--- config.mk ---
export PLATFORM = sky130hd
export DESIGN_NAME = symbol_rate_strobe_gen
export DESIGN_NICKNAME = d
export VERILOG_FILES = /design/src/rtl/srg_pkg.sv /design/src/rtl/srg_phase_acc.sv /design/src/rtl/srg_roll_counter.sv /design/src/rtl/srg_rate_divider.sv /design/src/rtl/symbol_rate_strobe_gen.sv
export SDC_FILE = /design/constraint.sdc
export NUM_CORES = 1
export LEC_CHECK = 0
export BUFFER_PORTS_ARGS = -buffer_cell sky130_fd_sc_hd__buf_2
export CAP_MARGIN = 10
export CORE_AREA = 5 5 110 112
export CTS_BUF_LIST = sky130_fd_sc_hd__clkbuf_8
export CTS_CLUSTER_DIAMETER = 80
export DETAILED_ROUTE_END_ITERATION = 10
export DIE_AREA = 0 0 115 117
export PLACE_DENSITY = 0.82
export SYNTH_ARGS = -nofsm -noshare
export SYNTH_HDL_FRONTEND = slang
export SYNTH_SLANG_ARGS = --single-unit
export TNS_END_PERCENT = 1
--- constraint.sdc ---
create_clock -name clk -period 8.9 [get_ports clk]
set_clock_uncertainty 0.15 [all_clocks]
set_input_delay 2.225 -clock clk [delete_from_list [all_inputs] [get_ports clk]]
set_output_delay 2.225 -clock clk [all_outputs]
set_load 0.03 [all_outputs]
--- src/rtl/srg_pkg.sv ---
package srg_pkg;

    localparam int RATE_LEVELS = 6;
    localparam int RATE_W      = 3;

    typedef enum logic [1:0] {
        FIR_X2  = 2'd0,
        FIR_X4  = 2'd1,
        FIR_X8  = 2'd2,
        FIR_X16 = 2'd3
    } fir_interp_e;

    typedef enum logic {
        SRC_PHASE = 1'b0,
        SRC_COUNT = 1'b1
    } tick_src_e;

    typedef struct packed {
        logic        fir_bypass;
        logic        hb_bypass;
        fir_interp_e interp;
    } chain_cfg_t;

    // log2 of the top-rate tick over the symbol rate
    function automatic logic [RATE_W-1:0] rate_shift(chain_cfg_t c);
        logic [RATE_W-1:0] s;
        if (c.fir_bypass && c.hb_bypass) begin
            s = 3'd0;
        end else if (c.fir_bypass) begin
            s = 3'd1;
        end else if (c.hb_bypass) begin
            case (c.interp)
                FIR_X2:  s = 3'd2;
                FIR_X4:  s = 3'd2;
                FIR_X8:  s = 3'd3;
                default: s = 3'd4;
            endcase
        end else begin
            s = {1'b0, c.interp} + 3'd2;
        end
        return s;
    endfunction

endpackage

--- src/rtl/srg_phase_acc.sv ---
module srg_phase_acc #(
    parameter int PHASE_W = 32
) (
    input  logic               clk,
    input  logic               rst,
    input  logic [PHASE_W-1:0] step_i,
    input  logic [PHASE_W-1:0] err_i,
    input  logic               err_en_i,
    output logic               tick_o
);
    logic [PHASE_W-1:0] acc_q;
    logic [PHASE_W-1:0] eff_step;
    logic [PHASE_W-1:0] sum;
    logic               carry;

    always_comb begin
        eff_step       = err_en_i ? (step_i + err_i) : step_i;
        {carry, sum}   = {1'b0, acc_q} + {1'b0, eff_step};
    end

    assign tick_o = carry;

    always_ff @(posedge clk) begin
        if (rst) begin
            acc_q <= '0;
        end else begin
            acc_q <= sum;
        end
    end


    acc_wrap_chk: assert property (@(posedge clk) disable iff (rst)
        tick_o |=> (acc_q < $past(acc_q)));

endmodule

--- src/rtl/srg_roll_counter.sv ---
module srg_roll_counter #(
    parameter int CNT_W = 16
) (
    input  logic             clk,
    input  logic             rst,
    input  logic [CNT_W-1:0] roll_i,
    output logic             tick_o
);
    logic [CNT_W-1:0] cnt_q;

    assign tick_o = (cnt_q >= roll_i);

    always_ff @(posedge clk) begin
        if (rst) begin
            cnt_q <= '0;
        end else if (tick_o) begin
            cnt_q <= '0;
        end else begin
            cnt_q <= cnt_q + CNT_W'(1);
        end
    end


    cnt_wrap_chk: assert property (@(posedge clk) disable iff (rst)
        tick_o |=> (cnt_q == '0));


    cnt_step_chk: assert property (@(posedge clk) disable iff (rst)
        !tick_o |=> (cnt_q == $past(cnt_q) + CNT_W'(1)));

endmodule

--- src/rtl/srg_rate_divider.sv ---
module srg_rate_divider
    import srg_pkg::*;
(
    input  logic                   clk,
    input  logic                   rst,
    input  logic                   tick_i,
    input  logic [RATE_W-1:0]      shift_i,
    output logic [RATE_LEVELS-1:0] strb_o
);
    localparam int DIV_W = RATE_LEVELS - 1;

    logic [DIV_W-1:0]       div_q;
    logic [RATE_W-1:0]      rate_q;
    logic [RATE_LEVELS-1:0] strb_q;
    logic [RATE_LEVELS-1:0] hit;
    logic [DIV_W-1:0]       need;

    always_comb begin
        need = '0;
        for (int k = 0; k < RATE_LEVELS; k++) begin
            hit[k] = 1'b0;
            need   = '0;
            if (tick_i && (RATE_W'(k) <= shift_i)) begin
                need   = (DIV_W'(1) << (shift_i - RATE_W'(k))) - DIV_W'(1);
                hit[k] = ((div_q & need) == need);
            end
        end
    end

    always_ff @(posedge clk) begin
        if (rst) begin
            div_q  <= '0;
            rate_q <= '0;
            strb_q <= '0;
        end else begin
            div_q  <= div_q + DIV_W'(tick_i);
            rate_q <= shift_i;
            strb_q <= hit;
        end
    end

    assign strb_o = strb_q;

    for (genvar k = 1; k < RATE_LEVELS; k++) begin : g_nest

        nest_chk: assert property (@(posedge clk) disable iff (rst)
            (strb_q[k-1] && (RATE_W'(k) <= rate_q)) |-> strb_q[k]);
    end

    for (genvar k = 0; k < RATE_LEVELS; k++) begin : g_above

        above_rate_chk: assert property (@(posedge clk) disable iff (rst)
            (RATE_W'(k) > rate_q) |-> !strb_q[k]);
    end

endmodule

--- src/rtl/symbol_rate_strobe_gen.sv ---
module symbol_rate_strobe_gen
    import srg_pkg::*;
#(
    parameter int PHASE_W = 32,
    parameter int CNT_W   = 16
) (
    input  logic                   clk,
    input  logic                   rst,
    input  logic [PHASE_W-1:0]     step_i,
    input  logic [PHASE_W-1:0]     loop_err_i,
    input  logic                   loop_en_i,
    input  logic                   mode_i,
    input  logic [CNT_W-1:0]       rollover_i,
    input  logic                   fir_bypass_i,
    input  logic                   hb_bypass_i,
    input  logic [1:0]             fir_interp_i,
    output logic [RATE_LEVELS-1:0] rate_strb_o,
    output logic                   pin2x_o
);
    chain_cfg_t        cfg;
    tick_src_e         src;
    logic              phase_tick;
    logic              count_tick;
    logic              top_tick;
    logic [RATE_W-1:0] shift;

    assign cfg   = '{fir_bypass: fir_bypass_i, hb_bypass: hb_bypass_i,
                     interp: fir_interp_e'(fir_interp_i)};
    assign src   = tick_src_e'(mode_i);
    assign shift = rate_shift(cfg);

    srg_phase_acc #(.PHASE_W(PHASE_W)) acc_i (
        .clk     (clk),
        .rst     (rst),
        .step_i  (step_i),
        .err_i   (loop_err_i),
        .err_en_i(loop_en_i),
        .tick_o  (phase_tick)
    );

    srg_roll_counter #(.CNT_W(CNT_W)) cnt_i (
        .clk   (clk),
        .rst   (rst),
        .roll_i(rollover_i),
        .tick_o(count_tick)
    );

    assign top_tick = (src == SRC_COUNT) ? count_tick : phase_tick;

    srg_rate_divider div_i (
        .clk    (clk),
        .rst    (rst),
        .tick_i (top_tick),
        .shift_i(shift),
        .strb_o (rate_strb_o)
    );

    assign pin2x_o = rate_strb_o[1];


    reset_quiet_chk: assert property (@(posedge clk)
        rst |=> (rate_strb_o == '0));

endmodule

# After elaboration in Yosys (flattened, before gate mapping)
# Cells that the tools add are included.
# W data, S select, Z words.
word_totals:
  in_bits: 88
  out_inout_bits: 7
  word_cells: 80
  reg_bits: 59
classes:
  shift: 6
  reduce_logical: 16
  n_lt_le_gt_ge: 7
  add_sub_neg: 16
  eq_ne: 8
  n_mux: 6
  n_bitwise: 12
ops:
  columns: ["op", "n"]
  rows:
  - ["$add A32 B32 Y33", 1]
  - ["$add A32 B32 Y32", 1]
  - ["$mux W32", 1]
  - ["$and A5 B5 Y5", 6]
  - ["$eq A5 B5 Y1", 6]
  - ["$shl A1 B3 Y5 const A", 6]
  - ["$sub A5 B2 Y5 const B", 6]
  - ["$add A16 B1 Y16 const B", 1]
  - ["$ge A16 B16 Y1", 1]
  - ["$reduce_or A2 Y1", 8]
  - ["$mux W3", 3]
  - ["$logic_and A1 B1 Y1", 7]
  - ["$le A1 B3 Y1 const A", 2]
  - ["$le A2 B3 Y1 const A", 2]
  - ["$le A3 B3 Y1 const A", 2]
  - ["$not A1 Y1", 6]
  - ["$pmux W3 S2", 1]
  - ["$sub A3 B2 Y3 const B", 2]
  - ["$sub A3 B3 Y3 const B", 2]
  - ["$add A5 B1 Y5", 1]
  - ["$add A2 B2 Y3 const B", 1]
  - ["$sub A3 B1 Y3 const B", 1]
  - ["$eq A2 B1 Y1 const B", 1]
  - ["$eq A2 B2 Y1 const B", 1]
  - ["other kinds (2)", 2]

# Longest topological paths before layout
# Gate-level depths: netlist of the first run.
logic_depth:
  depth_word: 11
  ltp_mapped: 26

# By module
# From an unflattened synthesis of the first run, not the netlist that was laid out.
hier_totals:
  hier_cells: 882
  area_unflattened_um2: 7188.1
by_module_without_submodules:
  columns: ["module", "cells_per_inst", "area_each_um2", "n_inst"]
  rows:
  - ["srg_phase_acc", 588, 4692.0, 1]
  - ["srg_roll_counter", 141, 1263.7, 1]
  - ["srg_rate_divider", 145, 1176.1, 1]
  - ["symbol_rate_strobe_gen", 8, 56.3, 1]

# Least setup slack after synthesis of the first run
# No wires, ideal clock.
synth_path:
  path_kind: "input to register"
  start: "input port step_i[16]"
  end: "register div_i.div_q[4]"
  path_stages: 25
  arrival_time_ns: 6.618
  setup_slack_ns: 2.004
  path_cell_list: "ha_1 -> buf_2 -> a211oi_1 -> nand2_1 -> o21ai_1 -> o21ai_0 -> a211o_1 -> o31a_1 -> a211oi_1 -> o21ai_0 -> a31oi_1 -> ha_1 -> a21o_1 -> a21o_1 -> a21oi_1 -> o21ai_0 -> a21o_1 -> a211oi_1 -> a21o_1 -> o21ai_0 -> ha_1 -> ha_1 -> nand3_1 -> xnor2_1 -> nor2_1"
synth_between:
  elab_chain_cells: 5
synth_rtl:
  columns: ["element", "line_no", "text"]
  rows:
  - ["from (decl)", "symbol_rate_strobe_gen.sv:9", "input logic [PHASE_W-1:0] step_i,"]
  - ["$add A32 B32 Y32", "srg_phase_acc.sv:17", "eff_step = err_en_i ? (step_i + err_i) : step_i;"]
  - ["$mux W32 (*)", "srg_phase_acc.sv:17", null]
  - ["$add A32 B32 Y33 (*)", "srg_phase_acc.sv:18", "{carry, sum} = {1'b0, acc_q} + {1'b0, eff_step};"]
  - ["$mux W1 (*)", "symbol_rate_strobe_gen.sv:48", "assign top_tick = (src == SRC_COUNT) ? count_tick : phase_tick;"]
  - ["$add A5 B1 Y5 (*)", "srg_rate_divider.sv:36", "div_q <= div_q + DIV_W'(tick_i);"]
  - ["to (signal assigned)", "srg_rate_divider.sv:36", null]
  - ["to (decl)", "srg_rate_divider.sv:12", "logic [DIV_W-1:0] div_q;"]
# Every way passes the cells marked *; elsewhere a longest branch is shown, timed or not.
# A chain may end at the register's enable or synchronous reset.

# Worst setup path in the final report of the first run
layout_path:
  start: "input port step_i[12]"
  end: "register div_i.div_q[4]"
# Same word-level chain as after synthesis.

==> summary.log, run 1 <==
qor: synthesis.post-synth-top-area-cell sky130_fd_sc_hd__dfxtp_1
qor: layout.antenna_cell_count 0
qor: synthesis.yosys_register_bits 59
qor: placement.routabilityCongestion 0.8701
qor: clocking.post-cts-setup-buffers 0
qor: power_and_ir_drop.p_per_area 204.4 nW/µm²
qor: placement.placed_cell_area 6992 µm²
qor: job.maxCapViolCount 0
qor: layout.layoutNonFillerInstCount 1054
qor: synthesis.synth.distinct_cells 60
qor: clocking.clk_pin_slew 0.07 ns
qor: grt.grt_start_max_net_pins 46
qor: setup_path.crit_fanout 7
qor: setup_path.timing.critical_path.slowest_cell_delay 0.42 ns
qor: timing.report.final.setup_viol 0
qor: detailed_routing.routed-via-count 6158
qor: placement.half_perimeter_wire_length_of_the_detailed_placement_result 11.89 mm
qor: timing.tightest_slew 0.8818 ns
qor: clocking.cts_max_level 3
qor: timing.finalWorstPathRequiredPeriod 7.253 ns
qor: detailed_routing.dr.first_iter.drc_count 351
qor: setup_path.critical_path.startpoint_type primary input
qor: power_and_ir_drop.cellInternalPower 0.8594 mW
qor: grt.grt_use_total 0.2230
qor: clocking.worst_skew_pair.late_latency 0.35 ns
qor: clocking.cts_inserted_buffers 9
qor: power_and_ir_drop.switching_share 0.4148
qor: setup_path.worst_path_class_setup primary input to flip-flop
qor: timing.finalSetupTns 0 ns
qor: timing.setup_repair_after_global_routing_missed_its_margin false
qor: layout.nNetsFinal 1091
qor: placement.port-buffer-count 94
qor: detailed_routing.drtAntennaViolNets 0
qor: setup_path.cpMaxStageDelayCell sky130_fd_sc_hd__a211oi_1
qor: outcome.status complete, no violations
qor: synthesis.synth-main-ff-cell sky130_fd_sc_hd__dfxtp_1
qor: synthesis.yosysMostFrequentCell sky130_fd_sc_hd__nor2_1
qor: floorplanning.die_w 115 µm
qor: clocking.clk_path_buf_depth 2
qor: synthesis.synth.yosys.warnings 0
qor: synthesis.synthesis.nets 1019
qor: worst_hold_path.worst_hold_path_type flip-flop to flip-flop
qor: floorplanning.starting_density 0.5816
qor: power_and_ir_drop.comb_power_share 0.592
qor: layout.area.growth.synth_to_final 11.04%
qor: synthesis.postSynth.asyncResetShare 0
qor: synthesis.synth_edf_count 0
qor: worst_hold_path.hold_path_startpoint cnt_i.cnt_q[0]
qor: setup_path.critical_path_arrival 7.31 ns
qor: synthesis.seq_area_frac_synth 0.1825
qor: floorplanning.core_area 11130 µm²
qor: grt.vias_in_the_first_global_route 5673
qor: timing.final-max-slew-violation-count 0
qor: power_and_ir_drop.power.leakage 3.456 nW
qor: timing.maxClockFrequency 0.1379 GHz
qor: grt.grt_first_pass_wirelength 24.88 mm
qor: grt.globalRouteOverflowTotal 0
qor: floorplanning.dieArea 13460 µm²
qor: detailed_routing.routed_wirelength_normalized_by_instance_count 14.19 µm
qor: floorplanning.die_h 117 µm
qor: detailed_routing.drt_wl_total 14.96 mm
qor: layout.final_instance_area 7186 µm²
qor: grt.grt_antenna_before_repair 0
qor: timing.whs 0.3201 ns
qor: clocking.clock_tree_from_tritoncts done
qor: clocking.cts.sinks 59
qor: synthesis.syn-cell-area 6471 µm²
qor: synthesis.synth.avg_cell_area 7.750 µm²
qor: synthesis.synthesis.instances 835
qor: power_and_ir_drop.pwr-share-clk 0.168
qor: synthesis.ys_top_cells_by_count 96 x sky130_fd_sc_hd__nor2_1, 94 x sky130_fd_sc_hd__ha_1, 62 x sky130_fd_sc_hd__nand2_1
qor: layout.drive_above_1_share 0.1504
qor: timing.finalHoldViolations 0
qor: synthesis.post-synth-top-area-fraction 0.1825
qor: setup_path.end_kind flip-flop
qor: detailed_routing.drt-pass1-iter-count 7
qor: floorplanning.num_io_pins 95
qor: layout.final_core_util 0.6459
qor: detailed_routing.route.detailed.drc 0
qor: setup_path.critical_path_required 8.96 ns
qor: timing.final_min_period_over_clock_period 0.8149
qor: detailed_routing.avgViaCountPerCell 5.843
qor: power_and_ir_drop.p_switching 0.6092 mW
qor: clocking.ctsResizeCount 0
qor: power_and_ir_drop.ir_worst_vdd 0.09470 mV
qor: power_and_ir_drop.seq_power_share 0.240
qor: placement.placed_cells_incl_taps 1039
qor: setup_path.startpoint step_i[12]
qor: setup_path.reg2reg_from acc_i.acc_q[0]
qor: layout.nFillCells 1028
qor: floorplanning.rows 39
qor: clocking.hold_buffers 0
qor: timing.timing.max_slew.rel_slack 0.4122
qor: synthesis.netlist_top_cells_area sky130_fd_sc_hd__dfxtp_1 18%, sky130_fd_sc_hd__ha_1 18%, sky130_fd_sc_hd__nor2_1 5.6%
qor: clocking.ctsRootBufferMaster sky130_fd_sc_hd__clkbuf_8
-- stage by stage --
stage / setup slack [ns] / total power [mW]
floorplan: 2.004 / 1.053
global placement: 1.527 / 1.199
detailed placement: 1.356 / 1.217
CTS: 1.667 / 1.469
global route: 1.156 / 1.598
finish: 1.647 / 1.469
-- registers in the layout, summed over array words and instances, names as in the netlist --
name          flops
acc_i.acc_q      32
cnt_i.cnt_q      16
div_i.div_q       5
div_i.strb_o      6
-- layout by cell type (no fill, tap or decap), drive strengths merged, types with 5 or more instances in the layout --
master | netlist | layout
a211o | 6 | 6
a211oi | 16 | 16
a21o | 46 | 46
a21oi | 59 | 59
a31oi | 17 | 17
and2 | 5 | 5
and3 | 10 | 10
buf | 2 | 94
clkbuf | 31 | 11
dfxtp | 59 | 59
ha | 94 | 94
inv | 40 | 42
mux2 | 23 | 23
nand2 | 62 | 62
nand2b | 14 | 14
nand3 | 19 | 19
nand4 | 8 | 8
nor2 | 96 | 96
nor2b | 12 | 12
nor3 | 12 | 12
nor3b | 7 | 7
o2111ai | 5 | 5
o211ai | 5 | 5
o21a | 13 | 13
o21ai | 43 | 43
o21bai | 5 | 5
o221ai | 5 | 5
o31ai | 8 | 8
xnor2 | 40 | 40
xor2 | 29 | 29
-- power groups by stage --
stage | Combinational, mW | Clock [mW] | Sequential (mW)
after floorplan | 0.700 | 0 | 0.353
after global placement | 0.842 | 0 | 0.357
after detailed placement | 0.858 | 0 | 0.359
after CTS | 0.864 | 0.252 | 0.353
after global routing | 0.977 | 0.263 | 0.358
final | 0.869 | 0.247 | 0.352
-- final timing paths --
path                         end  depth (start not counted)  slack (ns)
hold / removal    cnt_i.cnt_q[0]                          1        0.32
hold reg to reg   cnt_i.cnt_q[0]                          1        0.32
setup reg to reg  div_i.div_q[4]                         15        5.17
setup / recovery  div_i.div_q[4]                         25        1.65
-- cell families (layout without fill, tap and decap cells) --
group / count (synthesis) / in the layout / synth area share
xor gates and xnor gates: 69 / 69 / 0.09339
buffers and inverters: 73 / 149 / 0.04312
muxes: 26 / 26 / 0.04466
adders and majority gates: 96 / 96 / 0.1879
DFF: 59 / 59 / 0.1825
AOI/OAI and AO/OA: 252 / 252 / 0.2602
and+or+nand+nor: 259 / 259 / 0.1875
other: 1 / 1 / 0.0005795
-- per-layer routing --
layer	part of all wire	vias to the layer above	global-route usage	wire (µm)
met4	0.020	0	0.07746	301
met5	0	-	0	0
met2	0.44	177	0.3700	6654
li1	-	3165	-	-
met3	0.061	23	0.02982	909
met1	0.47	2793	0.2989	7092
-- layout make-up --
class	instances	area (µm²)	share of cell area
multi-input cells	703	5011	0.6974
well taps	143	178.9	0.02490
clock inverters	4	42.54	0.005920
flip-flops and latches	59	1181	0.1644
clock buffers	11	151.4	0.02107
inverters	40	150.1	0.02090
repair buffers	94	470.5	0.06547
-- critical path: cells and delay by family --
kind,cells,cell delay [ns]
simple gates,3,0.25
fa+ha+maj,4,1.21
compound gates,16,3.42
xor+xnor,1,0.12
buf+inv,1,0.11
Note: power is estimated with default switching activity, not from simulation.
==> inputs of run 2 (changes only) <==
ABC_AREA = 1   (was not set)
CORE_AREA = 5 5 123 125   (was 5 5 110 112)
DIE_AREA = 0 0 128 130   (was 0 0 115 117)
PLACE_DENSITY = 0.78   (was 0.82)
clock period = 5.8 ns   (was 8.9 ns; I/O delays follow)
==> run 2 against run 1 <==
Net effect:
- sequential power rose by 53%
- power rose by 62%
- sequential share of layout area fell by 2.3 points
- synthesized cell count rose by 53%
- worst hold slack improved by 0.012 ns
- critical path type unchanged
- largest power group unchanged
- design area rose by 16%
- critical path depth rose by 6
- core utilization fell by 3.8 points
- clock-buffer cell count fell by 2
- wire length rose by 38%
==> summary.log, run 2 <==
qor: layout.antenna_cell_count 0 [unchanged]
qor: floorplanning.dieArea 16640 µm² [+24%]
qor: grt.grt_first_pass_wirelength 33.97 mm [+37%]
qor: setup_path.reg2reg_from acc_i.acc_q[0]
qor: detailed_routing.drt_wl_total 20.58 mm [+38%]
qor: floorplanning.die_w 128 µm [+11%]
qor: floorplanning.starting_density 0.5403 [-0.04131]
qor: clocking.worst_skew_pair.late_latency 0.36 ns [about the same]
qor: clocking.cts_inserted_buffers 9 [unchanged]
qor: power_and_ir_drop.cellInternalPower 1.258 mW [+46%]
qor: layout.layout_commonest_cell sky130_fd_sc_hd__nand2_1
qor: clocking.ctsRootBufferMaster sky130_fd_sc_hd__clkbuf_8
qor: power_and_ir_drop.p_switching 1.123 mW [+84%]
qor: setup_path.cpMaxStageDelayCell sky130_fd_sc_hd__ha_1
qor: clocking.hold_buffers 0 [unchanged]
qor: layout.multi_input_area 5567 µm² [+11%]
qor: worst_hold_path.hold_path_startpoint cnt_i.cnt_q[0]
qor: grt.grt_use_total 0.2451 [+0.02207]
qor: timing.finalSetupTns 0 ns [unchanged]
qor: timing.finalHoldViolations 0 [unchanged]
qor: clocking.cts.sinks 59 [unchanged]
qor: setup_path.worst_path_class_setup primary input to flip-flop
qor: synthesis.synthesis.nets 1463 [+44%]
qor: timing.timing.max_slew.rel_slack 0.5603 [+0.1482]
qor: setup_path.crit_fanout 5 [-2]
qor: timing.setup_repair_after_global_routing_missed_its_margin false
qor: synthesis.postSynth.asyncResetShare 0 [unchanged]
qor: placement.port-buffer-count 94 [unchanged]
qor: synthesis.yosysMostFrequentCell sky130_fd_sc_hd__nand2_1
qor: setup_path.critical_path.reg2reg.endpoint div_i.div_q[4]
qor: outcome.status complete, no violations
qor: synthesis.synth-main-ff-cell sky130_fd_sc_hd__dfxtp_1
qor: layout.final_cell_mix 401 x sky130_fd_sc_hd__nand2_1, 168 x sky130_fd_sc_hd__nor2_1, 166 x sky130_fd_sc_hd__inv_1
qor: power_and_ir_drop.p_per_area 284.6 nW/µm² [+39%]
qor: power_and_ir_drop.switching_share 0.4716 [+0.05682]
qor: layout.nNetsFinal 1559 [+43%]
qor: timing.final-max-slew-violation-count 0 [unchanged]
qor: detailed_routing.route.detailed.drc 0 [unchanged]
qor: synthesis.ys_top_cells_by_count 401 x sky130_fd_sc_hd__nand2_1, 168 x sky130_fd_sc_hd__nor2_1, 166 x sky130_fd_sc_hd__inv_1
qor: detailed_routing.avgViaCountPerCell 5.329 [-8.8%]
qor: synthesis.yosys_register_bits 59 [unchanged]
qor: floorplanning.core_area 13770 µm² [+24%]
qor: worst_hold_path.worst_hold_path_type flip-flop to flip-flop
qor: setup_path.timing.reg2reg.worst_path_depth 18 [+3]
qor: floorplanning.num_io_pins 95 [unchanged]
qor: synthesis.netlist_top_cells_area sky130_fd_sc_hd__nand2_1 20%, sky130_fd_sc_hd__dfxtp_1 16%, sky130_fd_sc_hd__ha_1 16%
qor: floorplanning.rows 43 [+10%]
qor: clocking.clk_path_buf_depth 2 [unchanged]
qor: synthesis.post-synth-top-area-cell sky130_fd_sc_hd__nand2_1
qor: detailed_routing.routed-via-count 8313 [+35%]
qor: setup_path.critical_path_arrival 5.18 ns [-2.13 ns]
qor: setup_path.critical_path.startpoint_type primary input
qor: layout.final_core_util 0.6076 [-0.03830]
qor: layout.layoutNonFillerInstCount 1560 [+48%]
qor: clocking.post-cts-setup-buffers 0 [unchanged]
qor: layout.nFillCells 1434 [+39%]
qor: setup_path.end_kind flip-flop
qor: grt.globalRouteOverflowTotal 0 [unchanged]
qor: timing.final_min_period_over_clock_period 0.8763
qor: power_and_ir_drop.pwr-share-clk 0.202 [+0.034]
qor: clocking.ctsResizeCount 0 [unchanged]
qor: grt.grt_start_max_net_pins 39 [-15%]
qor: setup_path.r2r_slack 3.01 ns [-2.16 ns]
qor: detailed_routing.routed_wirelength_normalized_by_instance_count 13.19 µm [-7.0%]
qor: setup_path.cp_common_cell sky130_fd_sc_hd__nand2_1
qor: clocking.cts_max_level 3 [unchanged]
qor: timing.tightest_slew 0.6575 ns [-0.2242 ns]
qor: floorplanning.die_h 130 µm [+11%]
qor: layout.top_reg_by_flops acc_i.acc_q
qor: layout.area.growth.synth_to_final 12.44%
qor: setup_path.timing.critical_path.slowest_cell_delay 0.35 ns [-0.07 ns]
qor: clocking.clock_tree_from_tritoncts done
qor: timing.finalWorstPathRequiredPeriod 5.083 ns
qor: power_and_ir_drop.power.leakage 4.506 nW [+30%]
qor: detailed_routing.drt-pass1-iter-count 5 [-2]
qor: synthesis.synth.distinct_cells 48 [-20%]
qor: worst_hold_path.cell_depth_of_the_worst_min_delay_path 1 [unchanged]
qor: power_and_ir_drop.ir_worst_vdd 0.1612 mV [+70%]
qor: layout.largest_register_ff_count 32 [unchanged]
qor: power_and_ir_drop.seq_power_share 0.227 [-0.013]
qor: detailed_routing.drtAntennaViolNets 0 [unchanged]
qor: placement.placed_cells_incl_taps 1544 [+49%]
qor: job.maxCapViolCount 0 [unchanged]
qor: detailed_routing.dr.first_iter.drc_count 670 [+91%]
qor: synthesis.synth_edf_count 0 [unchanged]
qor: layout.area.sequential 1181 µm² [unchanged]
qor: layout.drive_above_1_share 0.1123 [-0.03807]
qor: grt.grt_antenna_before_repair 0 [unchanged]
qor: clocking.clk_pin_slew 0.08 ns [about the same]
qor: grt.vias_in_the_first_global_route 7496 [+32%]
qor: power_and_ir_drop.comb_power_share 0.571 [-0.021]
qor: synthesis.synth.avg_cell_area 5.819 µm² [-25%]
qor: synthesis.seq_area_frac_synth 0.1587 [-0.02381]
qor: timing.maxClockFrequency 0.1968 GHz
qor: synthesis.synthesis.instances 1279 [+53%]
qor: synthesis.synth.yosys.warnings 0 [unchanged]
qor: timing.whs 0.3317 ns [+0.01163 ns]
qor: synthesis.post-synth-top-area-fraction 0.2023 [+0.01973]
qor: timing.report.final.setup_viol 0 [unchanged]
qor: worst_hold_path.hold_end cnt_i.cnt_q[0]
qor: placement.routabilityCongestion 0.9671 [+11%]
qor: placement.half_perimeter_wire_length_of_the_detailed_placement_result 17.24 mm [+45%]
qor: setup_path.critical_path_required 5.89 ns [-3.07 ns]
qor: synthesis.syn-cell-area 7442 µm² [+15%]
run 2: cell count changes in the layout (fill, tap and decap cells not counted), moves of 14 or more:
cell                       before  now
sky130_fd_sc_hd__nand2_1       62  401
sky130_fd_sc_hd__inv_1         42  166
sky130_fd_sc_hd__nor2_1        96  168
sky130_fd_sc_hd__nand3_1       19   70
sky130_fd_sc_hd__a21o_1        46    2
sky130_fd_sc_hd__a21oi_1       59   98
sky130_fd_sc_hd__mux2_2        23    0
sky130_fd_sc_hd__xor2_1        29    7
sky130_fd_sc_hd__xnor2_1       40   20
sky130_fd_sc_hd__o21ai_0       40   56
sky130_fd_sc_hd__a31oi_1       17    2
sky130_fd_sc_hd__nand2b_1      14    0
run 2: metal layers:
layer	vias to the layer above	GRT usage	share of wire
met1	3701	0.3373	0.46
met5	-	0	0
met2	252	0.3996	0.45
li1	4323	-	-
met3	37	0.03111	0.063
met4	0	0.07928	0.025
run 2: final cells by class:
class | count | share of cell area
multi-input cells | 1037 | 0.6652
well taps | 180 | 0.02691
clock buffers | 9 | 0.01480
clock inverters | 7 | 0.01480
flip-flops and latches | 59 | 0.1411
repair buffers | 97 | 0.06041
inverters | 171 | 0.07670
run 2: logic make-up after synthesis:
family,count (synthesis),synth area share
AOI/OAI and AO/OA,194,0.1448
xor gates and xnor gates,27,0.03178
adders and majority gates,96,0.1634
buffers and inverters,183,0.09331
DFF,59,0.1587
other,1,0.0005039
and+or+nand+nor,719,0.4075
run 2: power groups by stage:
| stage | clock, mW | combinational (mW) | sequential (mW) |
|---|---|---|---|
| after global routing | 0.506 | 1.55 | 0.548 |
| after CTS | 0.489 | 1.34 | 0.541 |
| after global placement | 0 | 1.32 | 0.547 |
| after detailed placement | 0 | 1.34 | 0.549 |
| after floorplan | 0 | 1.02 | 0.538 |
| final | 0.481 | 1.36 | 0.540 |
run 2: how the worst max path moves through the flow:
stage / slack [ns] / depth (start not counted) / endpoint / start
6_report: 0.72 / 31 / div_i.div_q[4] / step_i[0]
5_1_grt: 0.32 / 31 / div_i.div_q[4] / step_i[0]
4_1_cts: 0.78 / 31 / div_i.div_q[4] / step_i[0]
3_5_place_dp: 0.41 / 31 / div_i.div_q[4] / step_i[0]
3_3_place_gp: 0.52 / 30 / div_i.div_q[4] / step_i[0]
2_1_floorplan: 0.98 / 30 / div_i.div_q[4] / step_i[0]
run 2: worst max-delay path: cells and delay by family:
family / cells / cell delay, ns
AOI/OAI and AO/OA: 2 / 0.20
adders and majority gates: 5 / 1.11
buffers and inverters: 5 / 0.41
and+or+nand+nor: 19 / 2.03
run 2: stage by stage:
| stage | setup slack (ns) | total power [mW] | cell area [µm²] |
|---|---|---|---|
| 2_1_floorplan | 0.9777 | 1.560 | 7442 |
| 3_3_place_gp | 0.5236 | 1.864 | 8120 |
| 3_5_place_dp | 0.4073 | 1.886 | 8120 |
| 4_1_cts | 0.7759 | 2.374 | 8368 |
| 5_1_grt | 0.3233 | 2.605 | 8368 |
| 6_report | 0.7174 | 2.381 | 8368 |
